--- src/rtl/e1_svc_bits.sv ---
module e1_svc_bits #(
  parameter int NSA    = 5,
  parameter int FRAMES = 16
) (
  input  logic                        clk,
  input  logic                        rst_n,
  input  logic                        fr_tick,
  input  logic                        frm_zero,
  input  logic [7:0]                  rx_ts0,
  input  logic [7:0]                  sys_ts0,
  input  logic                        sa_en,
  input  logic                        lfa,
  input  logic                        xra,
  input  logic                        axra,
  input  logic                        a_transp,
  input  logic                        ra_ack,
  input  logic [NSA*(FRAMES/2)-1:0]   tx_sa,
  output logic [7:0]                  tx_ts0,
  output logic [NSA*(FRAMES/2)-1:0]   rx_sa,
  output logic                        ra_stat
);
  localparam int IW = $clog2(FRAMES);
  localparam int SW = FRAMES / 2;
  localparam int RW = NSA * SW;
  localparam logic [IW-1:0] LAST = IW'(FRAMES - 1);

  logic [IW-1:0]   cnt, cur;
  logic [IW-2:0]   slot;
  logic            odd, a_bit, ra_hit, wrap;
  logic [7:0]      tx_nxt;
  logic [RW-1:0]   shadow, sh_nxt;

  assign cur    = frm_zero ? '0 : cnt;
  assign odd    = cur[0];
  assign slot   = cur[IW-1:1];
  assign a_bit  = a_transp ? sys_ts0[5] : (xra | (axra & lfa));
  assign ra_hit = fr_tick & odd & ~lfa & rx_ts0[5];
  assign wrap   = fr_tick & sa_en & (cur == LAST);

  always_comb begin
    tx_nxt = sys_ts0;
    if (odd) begin
      tx_nxt[6] = 1'b1;
      tx_nxt[5] = a_bit;
      if (sa_en)
        for (int p = 0; p < NSA; p++)
          tx_nxt[p] = tx_sa[p*SW + (SW-1) - int'(slot)];
    end
  end

  always_comb begin
    sh_nxt = shadow;
    if (odd && sa_en && !lfa)
      for (int p = 0; p < NSA; p++)
        sh_nxt[p*SW + (SW-1) - int'(slot)] = rx_ts0[p];
  end

  always_ff @(posedge clk) begin
    if (!rst_n) begin
      cnt     <= '0;
      tx_ts0  <= '0;
      shadow  <= '0;
      rx_sa   <= '0;
      ra_stat <= 1'b0;
    end else begin
      if (fr_tick) begin
        cnt    <= cur + 1'b1;
        tx_ts0 <= tx_nxt;
        shadow <= sh_nxt;
      end
      if (wrap) rx_sa <= sh_nxt;
      if (ra_hit)      ra_stat <= 1'b1;
      else if (ra_ack) ra_stat <= 1'b0;
    end
  end

  AST_CNT_WRAP: assert property (@(posedge clk) disable iff (!rst_n)
    fr_tick && !frm_zero && cnt == LAST |=> cnt == '0);
  AST_EVEN_PASS: assert property (@(posedge clk) disable iff (!rst_n)
    fr_tick && !odd |=> tx_ts0 == $past(sys_ts0));
  AST_ODD_BIT2: assert property (@(posedge clk) disable iff (!rst_n)
    fr_tick && odd |=> tx_ts0[6]);
  AST_A_MANUAL: assert property (@(posedge clk) disable iff (!rst_n)
    fr_tick && odd && !a_transp && xra |=> tx_ts0[5]);
  AST_A_IDLE: assert property (@(posedge clk) disable iff (!rst_n)
    fr_tick && odd && !a_transp && !xra && !(axra && lfa) |=> !tx_ts0[5]);
  AST_RXSA_HOLD: assert property (@(posedge clk) disable iff (!rst_n)
    !wrap |=> $stable(rx_sa));
  AST_RA_SET: assert property (@(posedge clk) disable iff (!rst_n)
    fr_tick && odd && !lfa && rx_ts0[5] |=> ra_stat);
  AST_RA_STICKY: assert property (@(posedge clk) disable iff (!rst_n)
    ra_stat && !ra_ack |=> ra_stat);
endmodule

--- config.mk ---
export PLATFORM = sky130hd
export DESIGN_NAME = e1_svc_bits
export DESIGN_NICKNAME = d
export VERILOG_FILES = /design/src/rtl/e1_svc_bits.sv
export SDC_FILE = /design/constraint.sdc
export NUM_CORES = 1
export LEC_CHECK = 0
export ABC_AREA = 1
export BUFFER_PORTS_ARGS = -buffer_cell sky130_fd_sc_hd__buf_2
export CAP_MARGIN = 40
export CORE_MARGIN = 2
export CORE_UTILIZATION = 47
export CTS_CLUSTER_SIZE = 8
export DETAILED_ROUTE_END_ITERATION = 6
export GPL_TIMING_DRIVEN = 0
export PLACE_DENSITY = 0.78
export SETUP_SLACK_MARGIN = 0.15
export SYNTH_ARGS = -nofsm -noshare
export SYNTH_HDL_FRONTEND = slang
export SYNTH_SLANG_ARGS = --single-unit
--- constraint.sdc ---
create_clock -name clk -period 2 [get_ports clk]
set_clock_uncertainty 0.15 [all_clocks]
set_input_delay 0.1 -clock clk [delete_from_list [all_inputs] [get_ports clk]]
set_output_delay 0.1 -clock clk [all_outputs]
set_load 0.02 [all_outputs]
# ---- After elaboration in Yosys (flattened, before gate mapping)
# Cells that the tools add are included.
dict set report word_totals {
  word_cells 76
  regBits 93
  inputBits 66
}
dict set report classes {
  eq_ne 1
  bitwise 8
  mux 37
  reduce_logical 9
  n_lt_le_gt_ge 10
  n_addsub 6
}
# operator n
set ops {}
lappend ops {{40-bit bitwise mux} 5}
lappend ops {{40-bit 2-to-1 mux} 1}
lappend ops {{1-bit binary-select mux with 6-bit select} 5}
lappend ops {{1-bit demux with 6-bit select} 5}
lappend ops {{1-bit 2-to-1 mux} 18}
lappend ops {{6-bit by 8-bit less-than comparator with 1-bit output, second input constant} 2}
lappend ops {{6-bit by 1-bit >= comparator with 1-bit output, second input constant} 2}
lappend ops {{5-bit by 3-bit subtractor with 6-bit output, first input constant} 2}
lappend ops {{4-bit by 8-bit less-than comparator with 1-bit output, second input constant} 1}
lappend ops {{5-bit by 8-bit less-than comparator with 1-bit output, second input constant} 1}
lappend ops {{7-bit by 8-bit less-than comparator with 1-bit output, second input constant} 1}
lappend ops {{7-bit by 1-bit >= comparator with 1-bit output, second input constant} 1}
lappend ops {{1-bit logical AND} 7}
lappend ops {{7-bit 2-to-1 mux} 1}
lappend ops {{6-bit by 3-bit subtractor with 7-bit output, first input constant} 1}
lappend ops {{1-bit bitwise AND} 6}
lappend ops {{5-bit by 1-bit >= comparator with 1-bit output, second input constant} 1}
lappend ops {{5-bit 2-to-1 mux} 1}
lappend ops {{4-bit by 3-bit subtractor with 5-bit output, first input constant} 1}
lappend ops {{4-bit by 1-bit adder with 4-bit output, second input constant} 1}
lappend ops {{4-bit == test, second input constant} 1}
lappend ops {{4-bit by 1-bit >= comparator with 1-bit output, second input constant} 1}
lappend ops {{4-bit 2-to-1 mux} 1}
lappend ops {{3-bit by 3-bit subtractor with 4-bit output, first input constant} 1}
lappend ops {{other kinds (4)} 4}

# ---- Longest topological paths before layout
# Gate-level depths: netlist (run 1).
dict set report depth {
  ltp_word 12
  depth_mapped 12
  ltp_nobuf 11
}

# ---- Least setup slack after synthesis (run 1)
# No wires, ideal clock.
dict set report synth_path {
  path_type {reg-to-reg}
  start {register cnt[3]}
  end {register rx_sa[0]}
  synth_period_minus_slack_ns 1.498
  setup_time_ns 0.109
  slack_ns 0.502
  arrival_ns 1.239
  path_stages_with_launch 9
  path_cell_list {dfxtp_1 -> nand2_1 -> nor2_4 -> nand4_1 -> inv_2 -> buf_2 -> nand3_1 -> nand2_1 -> inv_1}
}
dict set report synth_via {
  elab_chain_len 12
  word_cells_on_any_way 39
}
# item line_no
set synth_lines {}
lappend synth_lines {{from (decl)} 27} ;# logic [IW-1:0] cnt, cur;
lappend synth_lines {{from (signal assigned)} 67} ;# cnt <= cur + 1'b1;
lappend synth_lines {{4-bit 2-to-1 mux (*)} 33} ;# assign cur = frm_zero ? '0 : cnt;
lappend synth_lines {{3-bit by 3-bit subtractor with 4-bit output} 55} ;# sh_nxt[p*SW + (SW-1) - int'(slot)] = rx_ts0[p];
lappend synth_lines {{4-bit by 8-bit less-than comparator with 1-bit output (implied by the code) or 4-bit by 1-bit >= comparator with 1-bit output (tied branches)} 55}
lappend synth_lines {{1-bit logical AND (implied by the code)} 55}
lappend synth_lines {{1-bit 2-to-1 mux (implied by the code)} 55}
lappend synth_lines {{1-bit demux with 6-bit select} 55}
lappend synth_lines {{40-bit bitwise mux (5 in series)} 55}
lappend synth_lines {{40-bit 2-to-1 mux} 53} ;# if (odd && sa_en && !lfa)
lappend synth_lines {{to (signal assigned)} 71} ;# if (wrap) rx_sa <= sh_nxt;
lappend synth_lines {{to (decl)} 19} ;# output logic [NSA*(FRAMES/2)-1:0] rx_sa,
# Mark *: on every way between the ends. The rest lies on a longest branch, timed or not.
# A chain may end at the register's enable or synchronous reset.

# ---- Worst setup path in the final report (run 1)
dict set report layout_path {
  start {register cnt[1]}
  end {register rx_sa[32]}
}
# Same word-level chain as after synthesis.

==> flow_summary.ini, run 1 <==
[run_status]
status = finished, final reports clean

[min_path]
hold_path.class = in2reg
hold_end = tx_ts0[1]
whs_path_depth = 7
min_from = tx_sa[14]

[cts]
cts_made_buffers = 9
clk_latency_ns = 0.37
path_clk_slew_ns = 0.11
htreeDepth = 3
ctsRootBufferMaster = clkbuf_8
cts_tree = yes
clock_sinks = 93
cts_max_path_buffers = 2

[timing]
period_share = 0.8933
max_freq_ghz = 0.5597
hold_viol_final = 0
tightest_slew_ns = 0.5486
finalSetupViolations = 0
min_period_ns = 1.787
rsz0062_at_grt = false
finalMaxSlewViolations = 0
relSlewSlack = 0.6343
setup_tns_ns = 0

[drt]
routedWlPerCell_um = 12.57
wirelength_mm = 13.53
num_vias = 5259
via_per_inst = 4.883
ant_nets = 0
drc = 0
drt_iter0_drc = 430
firstDrtPassIters = 5

[pwr]
p_leak_nw = 3.492
powerDensity_nw_per_um2 = 623.9
irDropWorstVdd_mv = 0.3989
power_mw = 3.795

[critical_path]
worst_ep_arrival_time_ns = 1.91
crit_fanout = 10
worst_r2r_endpoint = rx_sa[32]
reg2reg_slack_ns = 0.21
rr_startpoint = cnt[1]
required_ns = 2.12
end_kind = flop
path_class = reg2reg
reg2regPathDepth = 10
crit_path_start_kind = flop

[global_route]
grt_pass1_wl_mm = 21.91
use_met2 = 0.3942
grt.met3_usage = 0.05240
track_usage = 0.2451
grt_start_max_net_pins = 19
grt-ovfl-total = 0
use_met1 = 0.3202
grt_busiest_layer = met2
grt_pass1_vias = 4691
antenna_found_initial = 0

[synthesis]
synth-seq-cells = 93
synth-compound-area-share = 0.06431
yosysTopAreaCell = dfxtp_1
netlist_area_um2 = 4806
yosysUniqueCellTypes = 22
synth_top_family_by_area = simple AND/OR/NAND/NOR gates
synth_fa_ha_area_frac = 0.002603
synth-simple-area-share = 0.4085
yosysWarnings = 0
syn_nets = 860
synth.area.mux_share = 0
synth_area_leaders = dfxtp_1 39%, nand2_1 15%, nor2_1 13%
synthXorXnorAreaFrac = 0
postSynthAreaPerCell_um2 = 6.060
synth_top_area_frac = 0.3874
synthCells = 793
ys_seq_area_frac = 0.3874

[floorplanning]
core-area_um2 = 9864
pin_count = 115
fp.dieW_um = 105.1
dieHeight_um = 105.1
start_util = 0.4872
die_area_um2 = 11050
std_cell_rows = 36

[place]
io_buffers = 112
gp_congestion = 0.8627
dp_cells = 1038
dp_hpwl_mm = 9.350

[cells_and_area]
post-route-util = 0.6167
syn_to_final_growth_pct = 26.58
fin_cells = 1077
fin_nets = 1006
drive_gt1_frac = 0.1896
multi_input_area_um2 = 2310
fill_cells = 964
antennaDiodeCount = 0
regArea_um2 = 1867

[run]
cap_violations = 0
state kept, by name, summed over array words and instances, names as in the netlist:
name / cells
cnt: 4
ra_stat: 1
rx_sa: 40
shadow: 40
tx_ts0: 8
where the power goes:
group	internal (mW)	switching, mW	leakage (nW)	total [mW]
Sequential	1.92	0.0336	0.761	1.95
Combinational	0.197	0.298	2.63	0.495
Clock	0.611	0.740	0.106	1.35
worst max path at each step:
stage                       endpoint  cells after the start     start  slack (ns)
final                      rx_sa[32]                     10    cnt[1]        0.21
after CTS                  rx_sa[32]                      9    cnt[0]        0.15
after global placement     rx_sa[32]                     12  frm_zero       0.007
after floorplan             rx_sa[0]                      8    cnt[3]        0.50
after detailed placement    rx_sa[2]                     12  frm_zero        0.01
after global routing      shadow[39]                      8    cnt[2]        0.13
metal layers:
layer,part of all wire,routed length [um]
met1,0.43,5853
met2,0.46,6252
met3,0.078,1049
met4,0.028,378
met5,0,0
synth_stat cells (all sizes together):
master and instances:
nand2 199, a21oi 13, nand4 2, nand3 90, clkbuf 22, dfxtp 93
buf 13, inv 134, o21ai 37, nor2 176, nand3b 5, a31oi 2
o21a 5, ha 1, o221ai 1
metrics by stage:
step	area, um^2	setup slack [ns]	hold slack (ns)
floorplan	4806	0.5025	0.08224
global placement	5533	0.007248	0.1748
detailed placement	5533	0.01041	0.1892
CTS	5934	0.1469	0.0009610
global route	6083	0.1254	0.02566
finish	6083	0.2134	0.005400
critical path, stage by stage, from the launching register on:
cell and delay, ns:
dfxtp_1 0.33, nand2_1 0.09, inv_1 0.14, ha_2 0.21, nand4_1 0.09, buf_4 0.18
inv_4 0.12, buf_6 0.15, nand3_1 0.12, nand2_1 0.09, inv_1 0.04
cell families after synthesis:
group / Yosys count
simple gates: 472
buf+inv: 169
flops: 93
compound gates: 58
fa+ha+maj: 1
placed cells by master, fill, tap and decap left out, drive strengths merged:
master | Yosys | routed
nand4 | 2 | 2
dfxtp | 93 | 93
nor2 | 176 | 176
o21ai | 37 | 37
ha | 1 | 1
a31oi | 2 | 2
nand3 | 90 | 90
o21a | 5 | 5
o221ai | 1 | 1
clkinvlp | 0 | 1
bufinv | 0 | 1
a21oi | 13 | 13
clkinv | 0 | 1
nand2 | 199 | 199
inv | 134 | 139
dlygate4sd3 | 0 | 17
buf | 13 | 129
nand3b | 5 | 5
clkbuf | 22 | 32
cell type report:
| type | instances | area share |
|---|---|---|
| Multi-Input combinational cell | 531 | 0.3797 |
| Sequential cell | 93 | 0.3069 |
| Timing Repair Buffer | 135 | 0.1333 |
| Inverter | 134 | 0.08392 |
| Buffer | 34 | 0.03291 |
| Tap cell | 133 | 0.02736 |
| Clock buffer | 9 | 0.02036 |
| Clock inverter | 7 | 0.01460 |
| Timing Repair inverter | 1 | 0.001028 |
what timing repair did:
item / in CTS / in global routing
endpoints found under the hold margin: 16 / 0
setup endpoints to repair: 50 / 61
gates cloned: 0 / 3
gates resized for setup: 5 / 27
setup buffers: 1 / 3
pin swaps: 1 / 2
hold buffers: 17 / 0
Note: power is estimated with default switching activity, not from simulation.
==> run 2: changes to the inputs <==
--- a/config.mk
+++ b/config.mk
@@ -9,11 +9,11 @@
 export BUFFER_PORTS_ARGS = -buffer_cell sky130_fd_sc_hd__buf_2
 export CAP_MARGIN = 40
 export CORE_MARGIN = 2
-export CORE_UTILIZATION = 47
+export CORE_UTILIZATION = 50
 export CTS_CLUSTER_SIZE = 8
 export DETAILED_ROUTE_END_ITERATION = 6
 export GPL_TIMING_DRIVEN = 0
-export PLACE_DENSITY = 0.78
+export PLACE_DENSITY = 0.75
 export SETUP_SLACK_MARGIN = 0.15
 export SYNTH_ARGS = -nofsm -noshare
 export SYNTH_HDL_FRONTEND = slang
==> flow_summary.ini, run 2 (same netlist as run 1, synthesis figures left out) <==
[floorplanning]
std_cell_rows = 35
pin_count = 115
start_util = 0.5177
core-area_um2 = 9284
dieHeight_um = 102.0
die_area_um2 = 10410
fp.dieW_um = 102.0

[timing]
hold_viol_final = 0
max_freq_ghz = 0.5736
setup_tns_ns = 0
finalSetupViolations = 0
tightest_slew_ns = 0.5370
finalMaxSlewViolations = 0
fin_ws_ns = 0.2566
relSlewSlack = 0.6420
rsz0062_at_grt = true
period_share = 0.8717
min_period_ns = 1.743

[critical_path]
reg2regPathDepth = 9
worst_ep_arrival_time_ns = 1.86
worst_r2r_endpoint = rx_sa[33]
reg2reg_slack_ns = 0.26
crit_fanout = 10
required_ns = 2.11
rr_startpoint = cnt[0]
crit_path_start_kind = flop
end_kind = flop
path_class = reg2reg

[cells_and_area]
drive_gt1_frac = 0.1880
layout_commonest_cell = nand2_1
post-route-util = 0.6429
syn_to_final_growth_pct = 24.19
fin_cells = 1065
mostFrequentLayoutCells = 188 x nand2_1, 168 x nor2_1, 122 x inv_1
antennaDiodeCount = 0
largestRegisters = rx_sa x40, shadow x40, tx_ts0 x8
fin_nets = 998

[place]
dp_hpwl_mm = 9.171
dp_slack_ns = 0.08208
gp_congestion = 0.8494
io_buffers = 112
dp_cells = 1034

[run_status]
status = finished, final reports clean

[global_route]
grt_pass1_vias = 4696
track_usage = 0.2580
antenna_found_initial = 0
grt_pass1_wl_mm = 21.33
grt-ovfl-total = 0
grt_start_max_net_pins = 17

[cts]
path_clk_slew_ns = 0.09
clk_latency_ns = 0.35
cts_tree = yes
cts_made_buffers = 9
cts_max_path_buffers = 2
clock_sinks = 93
ctsRootBufferMaster = clkbuf_8
htreeDepth = 3

[drt]
num_vias = 5154
routedWlPerCell_um = 12.27
via_per_inst = 4.839
ant_nets = 0
drt_iter0_drc = 372
wirelength_mm = 13.07
drc = 0
firstDrtPassIters = 5

[pwr]
power_mw = 3.962
p_leak_nw = 3.439
irDropWorstVdd_mv = 0.4127
powerDensity_nw_per_um2 = 663.9

[run]
cap_violations = 0

[min_path]
hold_end = tx_ts0[0]
min_from = tx_sa[6]
whs_path_depth = 7
hold_path.class = in2reg
-- run 2: cell types whose count changed in the layout (fill, tap and decap cells not counted), sizes merged --
cell / change
dlygate4sd3: -4
inv: -3
bufinv: +2
buf: -1
clkbuf: -1
clkinv: -1
-- run 2: final cells by class --
cell class	instances	area, um^2
Tap cell	129	161.4
Buffer	35	178.9
Fill cell	938	3316
Sequential cell	93	1867
Clock inverter	6	117.6
Clock buffer	10	127.6
Timing Repair Buffer	127	705.7
Inverter	134	505.5
Multi-Input combinational cell	531	2305
-- run 2: what timing repair did --
action,CTS,global route
cloned,0,1
buffers inserted,1,0
pin swaps,1,1
hold buffers,13,0
setup endpoints to repair,36,72
hold endpoints to repair,12,0
resized for setup,2,27
-- run 2: how the worst max path moves through the flow --
| stage | from | to | slack [ns] | depth (start not counted) |
|---|---|---|---|---|
| finish | cnt[0] | rx_sa[33] | 0.26 | 9 |
| floorplan | cnt[3] | rx_sa[0] | 0.50 | 8 |
| detailed placement | cnt[3] | rx_sa[34] | 0.08 | 8 |
| global route | cnt[0] | rx_sa[24] | 0.14 | 9 |
| global placement | cnt[3] | rx_sa[34] | 0.12 | 8 |
| CTS | cnt[0] | rx_sa[33] | 0.19 | 9 |
-- run 2: layer usage --
metal  GRT usage  part of all wire
met5           0                 0
met2      0.4347              0.46
met1      0.3442              0.45
met4     0.09333             0.025
met3     0.02668             0.056
-- run 2: per-stage QoR --
step / hold slack [ns] / cell area [um^2]
after floorplan: 0.08224 / 4806
after global placement: 0.1902 / 5528
after detailed placement: 0.1961 / 5528
after CTS: 0.01103 / 5918
after global routing: 0.02511 / 5968
final: 0.008650 / 5968
-- run 2: power by group --
group | switching [mW] | internal [mW] | total [mW]
Combinational | 0.290 | 0.190 | 0.480
Sequential | 0.0336 | 1.92 | 1.95
Clock | 0.689 | 0.845 | 1.53
Total | 1.01 | 2.95 | 3.96
-- run 2: critical path, cell delays in order (launching register included) --
cell and delay (ns):
dfxtp_4 0.38, nand2_2 0.09, inv_2 0.08, ha_2 0.17, nand4_1 0.18, inv_4 0.18, buf_4 0.20, nand3_1 0.12
nand2_1 0.08, inv_1 0.04
